File: src/rtl/tod_pkg.sv
package tod_pkg;
  localparam logic [1:0] SPD_NONE = 2'd0;
  localparam logic [1:0] SPD_SLOW = 2'd1;
  localparam logic [1:0] SPD_MID  = 2'd2;
  localparam logic [1:0] SPD_FAST = 2'd3;

  localparam logic [1:0] ADR_LO  = 2'd0;
  localparam logic [1:0] ADR_HI  = 2'd1;
  localparam logic [1:0] ADR_INC = 2'd2;

  localparam int NARROW_CUT = 7;

  function automatic logic [31:0] base_inc(input logic [1:0] spd);
    case (spd)
      SPD_SLOW: base_inc = 32'h5000_0000;
      SPD_MID:  base_inc = 32'h4000_0000;
      default:  base_inc = 32'h6666_6666;
    endcase
  endfunction

  function automatic logic [5:0] base_shift(input logic [1:0] spd);
    case (spd)
      SPD_SLOW: base_shift = 6'd21;
      SPD_MID:  base_shift = 6'd24;
      default:  base_shift = 6'd28;
    endcase
  endfunction
endpackage

File: src/rtl/tod_inc_ctrl.sv
module tod_inc_ctrl
  import tod_pkg::*;
#(
  parameter bit NARROW = 1'b0,
  parameter int WORD_W = 32
) (
  input  logic              clk,
  input  logic              rst_n,
  input  logic [1:0]        speed,
  input  logic              tick,
  input  logic              inc_we,
  input  logic [WORD_W-1:0] inc_wdata,
  output logic              step,
  output logic [WORD_W-1:0] inc_val,
  output logic [WORD_W-1:0] inc_rdback,
  output logic [5:0]        shift
);
  localparam int INC_W = NARROW ? 24 : 31;
  localparam int CUT   = NARROW ? NARROW_CUT : 0;
  localparam int PER_W = WORD_W - 24;

  logic             init_q, init_d;
  logic [INC_W-1:0] inc_q, inc_d;
  logic [1:0]       spd_q, spd_d;

  always_comb begin
    init_d = init_q;
    inc_d  = inc_q;
    spd_d  = spd_q;
    if (!init_q) begin
      init_d = 1'b1;
      inc_d  = INC_W'(base_inc(speed) >> CUT);
      spd_d  = speed;
    end else if (inc_we) begin
      inc_d = inc_wdata[INC_W-1:0];
    end
  end

  always_ff @(posedge clk or negedge rst_n) begin
    if (!rst_n) begin
      init_q <= 1'b0;
      inc_q  <= '0;
      spd_q  <= SPD_NONE;
    end else begin
      init_q <= init_d;
      inc_q  <= inc_d;
      spd_q  <= spd_d;
    end
  end

  assign inc_val = WORD_W'(inc_q);
  assign shift   = base_shift(spd_q) - 6'(CUT);

  generate
    if (NARROW) begin : g_narrow
      logic [PER_W-1:0] per_q, per_d, cnt_q, cnt_d;
      logic             due;

      assign due = (per_q <= PER_W'(1)) || (cnt_q == per_q - PER_W'(1));

      always_comb begin
        per_d = per_q;
        cnt_d = cnt_q;
        if (!init_q) begin
          per_d = PER_W'(1);
          cnt_d = '0;
        end else if (inc_we) begin
          per_d = inc_wdata[WORD_W-1:24];
          cnt_d = '0;
        end else if (tick) begin
          cnt_d = due ? '0 : cnt_q + PER_W'(1);
        end
      end

      always_ff @(posedge clk or negedge rst_n) begin
        if (!rst_n) begin
          per_q <= '0;
          cnt_q <= '0;
        end else begin
          per_q <= per_d;
          cnt_q <= cnt_d;
        end
      end

      assign step       = init_q & tick & due;
      assign inc_rdback = {per_q, inc_q};


      period_cnt_chk: assert property (@(posedge clk) disable iff (!rst_n)
        (cnt_q == '0) || (cnt_q < per_q));
    end else begin : g_wide
      assign step       = init_q & tick;
      assign inc_rdback = {1'b0, inc_q};
    end
  endgenerate


  inc_write_chk: assert property (@(posedge clk) disable iff (!rst_n)
    (inc_we && init_q) |=> (inc_q == $past(inc_wdata[INC_W-1:0])));


  init_once_chk: assert property (@(posedge clk) disable iff (!rst_n)
    init_q |=> init_q);
endmodule

File: src/rtl/tod_time_acc.sv
module tod_time_acc #(
  parameter int WORD_W = 32
) (
  input  logic                clk,
  input  logic                rst_n,
  input  logic                step,
  input  logic [WORD_W-1:0]   inc,
  input  logic                wr_lo,
  input  logic                wr_hi,
  input  logic [WORD_W-1:0]   wdata,
  input  logic                rd_lo,
  output logic [2*WORD_W-1:0] time_o,
  output logic [WORD_W-1:0]   shadow_o
);
  localparam int TIME_W = 2 * WORD_W;

  logic [TIME_W-1:0] time_q, time_d;
  logic [WORD_W-1:0] shadow_q, shadow_d;
  logic              time_en, shadow_en;

  assign time_en   = wr_lo | wr_hi | step;
  assign shadow_en = rd_lo;

  always_comb begin
    time_d = time_q;
    if (wr_lo)      time_d[WORD_W-1:0]      = wdata;
    else if (wr_hi) time_d[TIME_W-1:WORD_W] = wdata;
    else if (step)  time_d = time_q + TIME_W'(inc);
    shadow_d = time_q[TIME_W-1:WORD_W];
  end

  always_ff @(posedge clk or negedge rst_n) begin
    if (!rst_n) begin
      time_q   <= '0;
      shadow_q <= '0;
    end else begin
      if (time_en)   time_q   <= time_d;
      if (shadow_en) shadow_q <= shadow_d;
    end
  end

  assign time_o   = time_q;
  assign shadow_o = shadow_q;


  hold_time_chk: assert property (@(posedge clk) disable iff (!rst_n)
    (!step && !wr_lo && !wr_hi) |=> $stable(time_q));


  write_hi_chk: assert property (@(posedge clk) disable iff (!rst_n)
    wr_hi |=> (time_q[TIME_W-1:WORD_W] == $past(wdata)) &&
              (time_q[WORD_W-1:0] == $past(time_q[WORD_W-1:0])));


  write_lo_chk: assert property (@(posedge clk) disable iff (!rst_n)
    wr_lo |=> (time_q[WORD_W-1:0] == $past(wdata)) &&
              (time_q[TIME_W-1:WORD_W] == $past(time_q[TIME_W-1:WORD_W])));


  shadow_cap_chk: assert property (@(posedge clk) disable iff (!rst_n)
    rd_lo |=> (shadow_q == $past(time_q[TIME_W-1:WORD_W])));
endmodule

File: src/rtl/tod_counter.sv
module tod_counter
  import tod_pkg::*;
#(
  parameter bit NARROW = 1'b0,
  parameter int WORD_W = 32
) (
  input  logic              clk,
  input  logic              arst_n,
  input  logic [1:0]        link_speed,
  input  logic              ref_tick,
  input  logic              reg_wr,
  input  logic              reg_rd,
  input  logic [1:0]        reg_addr,
  input  logic [WORD_W-1:0] reg_wdata,
  output logic [WORD_W-1:0] reg_rdata,
  output logic [5:0]        ns_shift
);
  logic [1:0]          rst_sync_q;
  logic                rst_n;
  logic                step;
  logic [WORD_W-1:0]   inc_val, inc_rdback, shadow;
  logic [2*WORD_W-1:0] time_now;
  logic                wr_lo, wr_hi, wr_inc, rd_lo;

  always_ff @(posedge clk or negedge arst_n) begin
    if (!arst_n) rst_sync_q <= 2'b00;
    else         rst_sync_q <= {rst_sync_q[0], 1'b1};
  end
  assign rst_n = rst_sync_q[1];

  assign wr_lo  = reg_wr && (reg_addr == ADR_LO);
  assign wr_hi  = reg_wr && (reg_addr == ADR_HI);
  assign wr_inc = reg_wr && (reg_addr == ADR_INC);
  assign rd_lo  = reg_rd && (reg_addr == ADR_LO);

  tod_inc_ctrl #(.NARROW(NARROW), .WORD_W(WORD_W)) u_inc (
    .clk       (clk),
    .rst_n     (rst_n),
    .speed     (link_speed),
    .tick      (ref_tick),
    .inc_we    (wr_inc),
    .inc_wdata (reg_wdata),
    .step      (step),
    .inc_val   (inc_val),
    .inc_rdback(inc_rdback),
    .shift     (ns_shift)
  );

  tod_time_acc #(.WORD_W(WORD_W)) u_acc (
    .clk     (clk),
    .rst_n   (rst_n),
    .step    (step),
    .inc     (inc_val),
    .wr_lo   (wr_lo),
    .wr_hi   (wr_hi),
    .wdata   (reg_wdata),
    .rd_lo   (rd_lo),
    .time_o  (time_now),
    .shadow_o(shadow)
  );

  always_comb begin
    case (reg_addr)
      ADR_LO:  reg_rdata = time_now[WORD_W-1:0];
      ADR_HI:  reg_rdata = shadow;
      ADR_INC: reg_rdata = inc_rdback;
      default: reg_rdata = '0;
    endcase
  end


  unused_addr_chk: assert property (@(posedge clk) disable iff (!rst_n)
    (reg_addr == 2'd3) |-> (reg_rdata == '0));
endmodule

File: config.mk
export PLATFORM = sky130hd
export DESIGN_NAME = tod_counter
export DESIGN_NICKNAME = d
export VERILOG_FILES = /design/src/rtl/tod_pkg.sv /design/src/rtl/tod_inc_ctrl.sv /design/src/rtl/tod_time_acc.sv /design/src/rtl/tod_counter.sv
export SDC_FILE = /design/constraint.sdc
export NUM_CORES = 1
export LEC_CHECK = 0
export BUFFER_PORTS_ARGS = -buffer_cell sky130_fd_sc_hd__buf_2
export CORE_ASPECT_RATIO = 1.2
export CORE_MARGIN = 2
export CORE_UTILIZATION = 30
export DETAILED_ROUTE_END_ITERATION = 6
export PLACE_DENSITY = 0.43
export SYNTH_ARGS = -nofsm -noshare
export SYNTH_HDL_FRONTEND = slang
export SYNTH_SLANG_ARGS = --single-unit
File: constraint.sdc
create_clock -name clk -period 5.9 [get_ports clk]
set_clock_uncertainty 0.15 [all_clocks]
set_input_delay 0.59 -clock clk [delete_from_list [all_inputs] [get_ports clk]]
set_output_delay 0.59 -clock clk [all_outputs]
set_load 0.03 [all_outputs]
Word level (Yosys, flattened, before mapping) --
Index checks and enable logic that the tools add are counted.
Cells by class: mux-type cells 9, add/sub/neg operators 1, equality and inequality tests 8, bitwise gates (word level) 4, reduce and logical (&&, ||, !) cells 9
Operators by type and width (count):
- $mux W32 | 3
- $pmux W32 S3 | 1
- $add A64 B31 Y64 | 1
- $mux W64 | 1
- $mux W31 | 2
- $pmux W30 S2 | 1
- $pmux W4 S2 | 1
- $eq A2 B1 Y1 const B | 3
- $eq A2 B2 Y1 const B | 3
- $reduce_and A3 Y1 | 2
- $logic_and A1 B1 Y1 | 4
- $ne A2 B1 Y1 const B | 2
- $reduce_bool A2 Y1 | 2
- $logic_not A2 Y1 | 1
- $or A1 B1 Y1 | 2
- $and A1 B1 Y1 | 1
- $not A1 Y1 | 1
Word-level totals: input port bits 41, output and inout bits 38, logic and storage cells 38, register bits after elaboration 132

Logic depth before layout (Yosys ltp) --
Gate-level depths: netlist of run 1.
depth in word-level cells 5, depth in mapped cells 12, mapped depth without buffers 11

By module --
Synthesis of run 1 repeated with hierarchy kept, for this count alone.
Unflattened totals: cell total of the unflattened synthesis 980, area, all modules 9117.5 µm²
Modules (own cells, without submodules):
- tod_time_acc | cells an instance 741, times used 1, area each 6532.5 µm², seq. area each 2402.3 µm²
- tod_inc_ctrl | cells an instance 154, times used 1, area each 1775.5 µm², seq. area each 850.8 µm²
- tod_counter | cells an instance 85, times used 1, area each 809.5 µm², seq. area each 50.0 µm²

Worst setup path after synthesis of run 1 --
Ideal clock, no wire load.
kind flip-flop to flip-flop, from register u_inc.inc_q[0], to register u_acc.time_q[50] (netlist: u_acc.time_o[50]), data required time 5.625 ns, cell stages (with the launch flop) 13, arrival 2.740 ns, slack 2.885 ns, buffers on the path 1, period minus slack after synthesis 3.015 ns, setup time 0.125 ns, cell sequence dfrtp_1 -> ha_1 -> fa_1 -> a21o_1 -> a311oi_1 -> or3_4 -> a211oi_2 -> o21bai_1 -> a211o_1 -> buf_2 -> o21ai_0 -> a21oi_1 -> nor2_1
On the way: cells in the longest elaborated chain, start to end 3
RTL lines:
- start: declaration | RTL line tod_inc_ctrl.sv:23 | logic [INC_W-1:0] inc_q, inc_d;
- start signal: assignment | RTL line tod_inc_ctrl.sv:46 | inc_q <= inc_d;
- $add A64 B31 Y64 | RTL line tod_time_acc.sv:28 | else if (step) time_d = time_q + TIME_W'(inc);
- $mux W64 | RTL line tod_time_acc.sv:28
- $mux W32 | RTL line tod_time_acc.sv:27 | else if (wr_hi) time_d[TIME_W-1:WORD_W] = wdata;
- end signal: assignment | RTL line tod_time_acc.sv:37 | if (time_en) time_q <= time_d;
- end: declaration | RTL line tod_time_acc.sv:17 | logic [TIME_W-1:0] time_q, time_d;
No other way between the ends. The select of a mux whose other input is x is not followed. A chain may end at the register's enable or synchronous reset.

Final worst setup path of run 1 --
from register u_inc.inc_q[4], to register u_acc.time_q[63] (netlist: u_acc.time_o[63])
Same word-level chain as after synthesis.

==> reports/qor.csv, run 1 <==
metric;value;unit
post_cts resized;0;
met3 Usage GRT;0.0304;
dpl ws;1830;ps
grt ovf;0;
nets@finish;1084;
register bit total from synthesis;132;
clk sinks;132;
fin crit share;0.700;
met2 GRT Util;0.349;
Int Pwr;2.43;mW
arrival time at the worst endpoint;4350;ps
Fin Hold WS;148;ps
RSZ-0062 raised after global routing;no;
detailed-route via count;7356;
most crowded layer after global routing;met2;
total power;4.03;mW
CP cell instances;ha_1 > a21oi_1 > o21ai_0 > o21ai_1 > o211ai_2 > a41oi_2 > o31ai_2 > nand4_1 > or4b_1 > nand3_1;
top cells by area, synth;dfrtp_1 (40%), nand2_1 (6.3%), o21ai_0 (6.0%);
critical path's largest stage delay;850;ps
Initial Util;0.306;
Static Leak;4.22;nW
CTS tree;built;
All-Layer GR Usage;0.208;
Post-CTS Repair Setup Buffers;0;
syn_area_per_cell;8.71;um^2
final hold vios;0;
CTS Buffer Depth;2;
cell taking the most area after synthesis;dfrtp_1;
row count;66;
clock period minus worst slack;4130;ps
Crit path max-delay family;compound AO/OA/AOI/OAI gates;
H-tree Lvls;4;
worst-skew pair later-pin latency;440;ps
Worst Setup Slack, final;1770;ps
Core Region;27200;um^2
Starting DRT DRC Count;434;
synthesized cell area;8320;um^2
Sw Share;0.397;
Reg2Reg Launch Point;u_inc.inc_q[4];
Post-Route WL;29000;um
Reg power frac;0.331;
Cell Pwr Density;416;nW/um^2
yosys warns;0;
max-cap check violation count;0;
slowest cell on the critical path;o31ai_2;
average wire per standard cell;21.2;um
DRC viols;0;
synthesis-to-layout area growth;16.4;%
Clk pwr share;0.277;
Mapped Cells;955;
first-pass GRT wire length;45900;um
share of flip-flops with an asynchronous set or reset;1.00;
Rel. slew slack;0.292;
number of synthesized flops with an enable pin;0;
Filler cells;2827;
share of the yosys chip area belonging to registers;0.397;
layout cell share with drive strength beyond 1;0.169;
critical path depth in cells;10;
initial antenna violation count;0;
worst path bufs/invs;0;
clock root buffer;clkbuf_16;
Setup crit start;u_inc.inc_q[4];
final setup fails;0;
Reg2Reg Setup Slack;1770;ps
Antenna Cells;0;
Top FF cell, synth;dfrtp_1;
vias per inst;5.40;
CP Data Required Time;6120;ps
Pre-Repair DR Iteration Count;5;
Slew Viols, Final;0;
HP Class;reg -> async;
CTS clock-pin slew for the worst setup and hold paths;60;ps
GPL Wtd Cong;0.807;
IO Pins;79;
DP Wirelength;20600;um
largest net degree at the start of global routing;53;
CP Capture Type;register;
VDD IR-drop max;0.000173;V
Worst Path Max Fanout;11;
Max Clk Rate;0.242;GHz
top-area cell type share of the netlist area;0.397;
M1 GR Usage;0.280;
Net Switching;1.60;mW
vias in the first global route;7556;
die width;156;um
Netlist cell types;64;
Slew @ Worst Pin;1060;ps
Num CTS Buffers;17;
Die H;186;um
Die Area;29100;um^2
CP Launch Type;register;
Critical Path Sink;u_acc.time_o[63];
Routed Antenna Nets;0;
Setup TNS;0;ps
RR Endpoint;u_acc.time_o[63];
Combinational Power Share;0.392;
worst r2r path cells;10;
Setup CP Type;reg -> reg;
status;finished, final reports clean;
PortBufs;75;
[layer usage]
metal | routed length, um | part of all wire
met2 | 14300 | 0.49
met1 | 13300 | 0.46
met5 | 0 | 0
met3 | 908 | 0.031
met4 | 473 | 0.016
[metrics by stage]
step / util / instances / instance area (um^2)
finish: 0.356 / 1363 / 9690
detailed placement: 0.334 / 1330 / 9060
floorplan: - / 958 / 8330
CTS: 0.356 / 1363 / 9690
global placement: 0.334 / 1330 / 9060
global route: 0.356 / 1363 / 9690
[state kept, by name, indices dropped and copies added, names as in the netlist]
signal	count
u_inc.inc_q	31
u_inc.spd_q	2
u_acc.time_o	64
u_acc.shadow_o	32
rst_sync_q	2
u_inc.init_q	1
[cell type report]
| type | instances | area [um^2] | area share |
|---|---|---|---|
| Multi-Input combinational cell | 752 | 4770 | 0.492 |
| Clock inverter | 12 | 154 | 0.0159 |
| Inverter | 11 | 41.3 | 0.00426 |
| Clock buffer | 20 | 457 | 0.0472 |
| Timing Repair Buffer | 96 | 536 | 0.0553 |
| Sequential cell | 132 | 3310 | 0.341 |
| Tap cell | 340 | 425 | 0.0439 |
[placed cells by master, fill, tap and decap left out, types with 6 or more instances in the layout]
cell type and count:
a21oi_1 82, clkbuf_16 17, a22oi_1 11, nor2_1 61, xor2_1 15, o211ai_1 11, nand3_1 39, a21o_1 16
and3_1 10, buf_4 20, nand4_1 12, nor3_1 10, a22o_1 17, o21a_1 6, mux2i_1 38, o21ai_0 97
ha_1 32, xnor2_1 11, mux2_2 33, dfrtp_1 131, nand2_1 139, inv_1 11, buf_2 75, a31oi_1 13
[worst min-delay path by stage]
| stage | startpoint | to | slack [ps] | cells past startpoint |
|---|---|---|---|---|
| detailed placement | rst_sync_q[1] | u_acc.time_o[3] | 170 | 0 |
| global placement | rst_sync_q[1] | u_acc.time_o[3] | 170 | 0 |
| floorplan | arst_n | rst_sync_q[0] | 140 | 0 |
| finish | rst_sync_q[1] | u_acc.time_o[3] | 150 | 0 |
| global route | rst_sync_q[1] | u_acc.time_o[3] | 200 | 0 |
| CTS | rst_sync_q[1] | u_acc.time_o[3] | 180 | 0 |
[power by group through the flow]
stage,clock (mW),combinational [mW],sequential (mW)
floorplan,0,1.19,1.28
global placement,0,1.58,1.35
detailed placement,0,1.58,1.35
CTS,1.15,1.59,1.34
global route,1.18,1.78,1.37
finish,1.12,1.58,1.34
[worst register-to-register path, delay by kind of cell (launching register included)]
| kind | cells | cell delay (ps) |
|---|---|---|
| compound gates | 6 | 2040 |
| simple gates | 3 | 1030 |
| fa+ha+maj | 1 | 430 |
| flops | 1 | 400 |
[cells in the mapped netlist (4+ instances only)]
master / number
a211oi_1: 5
a21boi_0: 4
a21o_1: 16
a21oi_1: 82
a221o_1: 5
a22o_1: 17
a22oi_1: 11
a31oi_1: 13
and2_1: 5
and3_1: 10
buf_1: 5
buf_4: 4
clkbuf_1: 50
dfrtp_1: 132
ha_1: 32
inv_1: 11
mux2_2: 33
mux2i_1: 38
nand2_1: 139
nand2b_1: 5
nand3_1: 39
nand4_1: 12
nor2_1: 62
nor2b_1: 7
nor3_1: 10
nor4_1: 5
o211ai_1: 11
o21a_1: 6
o21ai_0: 99
o22ai_1: 5
o31ai_1: 5
or3_1: 5
xnor2_1: 11
xor2_1: 15
[kinds of logic (layout without fill, tap and decap cells)]
group	count (synthesis)	after routing	share of synthesized area
AND/OR/NAND/NOR	311	311	0.168
AO/OA/AOI/OAI	306	306	0.229
buffers and inverters	74	139	0.0358
multiplexers	71	71	0.0904
XOR/XNOR	26	26	0.0274
adder cells (fa/ha/maj)	33	33	0.0505
other	2	5	0.000903
flip-flops	132	132	0.397
[what timing repair did]
action,4_1_cts,5_1_grt
endpoints found under the setup margin,0,0
hold endpoints to repair,2,0
hold buffers,1,0
Power figures use the tool's default switching activity.
==> run 2, diff against run 1 <==
==> constraint.sdc (replaced) <==
create_clock -name clk -period 4 [get_ports clk]
set_clock_uncertainty 0.15 [all_clocks]
set_input_delay 0.4 -clock clk [delete_from_list [all_inputs] [get_ports clk]]
set_output_delay 0.4 -clock clk [all_outputs]
set_load 0.03 [all_outputs]
==> reports/qor.csv, run 2 (same netlist as run 1, synthesis figures left out) <==
metric;value;unit;change
Setup CP Type;reg -> reg;;
Die H;186;um;unchanged
status;finished, final reports clean;;
commonest non-fill, non-tap cell in the layout;nand2_1;;
CP Launch Type;register;;
DP Wirelength;20900;um;+1.5%
worst-skew pair later-pin latency;430;ps;about the same
largest net degree at the start of global routing;68;;+28%
DRC viols;0;;unchanged
Static Leak;4.30;nW;+1.8%
Slew Viols, Final;0;;unchanged
GPL Wtd Cong;0.824;;+2.1%
Num CTS Buffers;17;;unchanged
vias per inst;5.41;;+0.18%
PortBufs;75;;unchanged
CP Data Required Time;4170;ps;-1950 ps
commonest non-fill, non-tap cells in the layout;nand2_1 (139), dfrtp_1 (131), o21ai_0 (97);;
detailed-route via count;7429;;+0.99%
average wire per standard cell;21.1;um;-0.59%
critical path's largest stage delay;530;ps;-320 ps
synthesis-to-layout area growth;17.9;%;
Post-Route WL;29000;um;+0.21%
CTS clock-pin slew for the worst setup and hold paths;60;ps;about the same
grt ovf;0;;unchanged
H-tree Lvls;4;;unchanged
HP Class;in -> reg;;
VDD IR-drop max;0.000276;V;+59%
Worst Path Max Fanout;16;;+5
clock root buffer;clkbuf_16;;
slowest cell on the critical path;a211o_1;;
clock period minus worst slack;3620;ps;-508 ps
Inst Count DP;1341;;+0.83%
All-Layer GR Usage;0.206;;-0.00206
fin crit share;0.906;;+0.206
Pre-Repair DR Iteration Count;5;;unchanged
arrival time at the worst endpoint;3790;ps;-560 ps
Worst Setup Slack, final;377;ps;-1390 ps
CP cell instances;ha_1 > fa_1 > a21o_1 > a311oi_1 > or3_4 > a211oi_2 > o21bai_1 > a211o_1 > nor3_1 > a22o_1 > a21o_1;;
max-cap check violation count;0;;unchanged
Reg2Reg Setup Slack;380;ps;-1390 ps
Antenna Cells;0;;unchanged
Post-CTS Hold Fix Bufs;1;;unchanged
CP Capture Type;register;;
post_cts resized;0;;unchanged
final setup fails;0;;unchanged
max reg flops;64;;unchanged
dpl ws;422;ps;-1410 ps
Cell Pwr Density;617;nW/um^2;+48%
Die Area;29100;um^2;unchanged
clk sinks;132;;unchanged
layout cell share with drive strength beyond 1;0.179;;+0.00981
row count;66;;unchanged
initial antenna violation count;0;;unchanged
Rel. slew slack;0.449;;+0.157
first-pass GRT wire length;45500;um;-0.74%
Max Clk Rate;0.276;GHz;+14%
Crit path max-delay family;compound AO/OA/AOI/OAI gates;;
Area after DPL;9160;um^2;+1.0%
Core Region;27200;um^2;unchanged
CTS Buffer Depth;2;;unchanged
Slew @ Worst Pin;827;ps;-230 ps
Post-CTS Repair Setup Buffers;0;;unchanged
final hold vios;0;;unchanged
CTS tree;built;;
Starting DRT DRC Count;555;;+28%
IO Pins;79;;unchanged
vias in the first global route;7443;;-1.5%
die width;156;um;unchanged
total power;6.05;mW;+50%
final instance area;9810;um^2;+1.3%
nets@finish;1095;;+1.0%
Routed Antenna Nets;0;;unchanged
worst path bufs/invs;0;;unchanged
RSZ-0062 raised after global routing;no;;
Initial Util;0.306;;unchanged
post-route insts no fill;1374;;+0.81%
Setup TNS;0;ps;unchanged
crit-path most repeated cell;a21o_1;;
[run 2: layout make-up]
cell class / count / area [um^2]
clock buffer: 18 / 439
multi-input combinational: 752 / 4770
fill: 2819 / 17400
timing repair buffer: 107 / 631
sequential: 132 / 3310
inverter: 11 / 41.3
clock inverter: 14 / 199
tap: 340 / 425
[run 2: final timing paths]
kind                            cells after the start          endpoint      startpoint
worst max-delay path                               11  u_acc.time_o[62]  u_inc.inc_q[0]
worst max register to register                     11  u_acc.time_o[62]  u_inc.inc_q[0]
max in group asynchronous                           1  u_acc.time_o[19]   rst_sync_q[1]
min in group asynchronous                           2     rst_sync_q[1]          arst_n
worst min-delay path                                2    u_inc.spd_q[0]   link_speed[0]
worst min register to register                      0   u_acc.time_o[2]   rst_sync_q[1]
[run 2: routing by layer]
layer | routed length (um) | GRT usage | vias up
met5 | 0 | 0 | -
met4 | 356 | 0.0501 | 0
met3 | 1030 | 0.0337 | 16
met2 | 14200 | 0.340 | 142
met1 | 13400 | 0.280 | 3647
li1 | - | - | 3624
[run 2: where the power goes]
group          total [mW]  switching (mW)  internal [mW]  leakage (nW)
Clock                1.73           0.664           1.07         0.312
Sequential           1.97           0.315           1.66          1.54
Combinational        2.35            1.42          0.930          2.45
[run 2: through the flow]
step	util	hold slack (ps)
after global placement	0.337	35.6
after global routing	0.361	76.7
after detailed placement	0.337	38.1
after floorplan	-	-45.6
after CTS	0.361	59.9
final	0.361	79.0
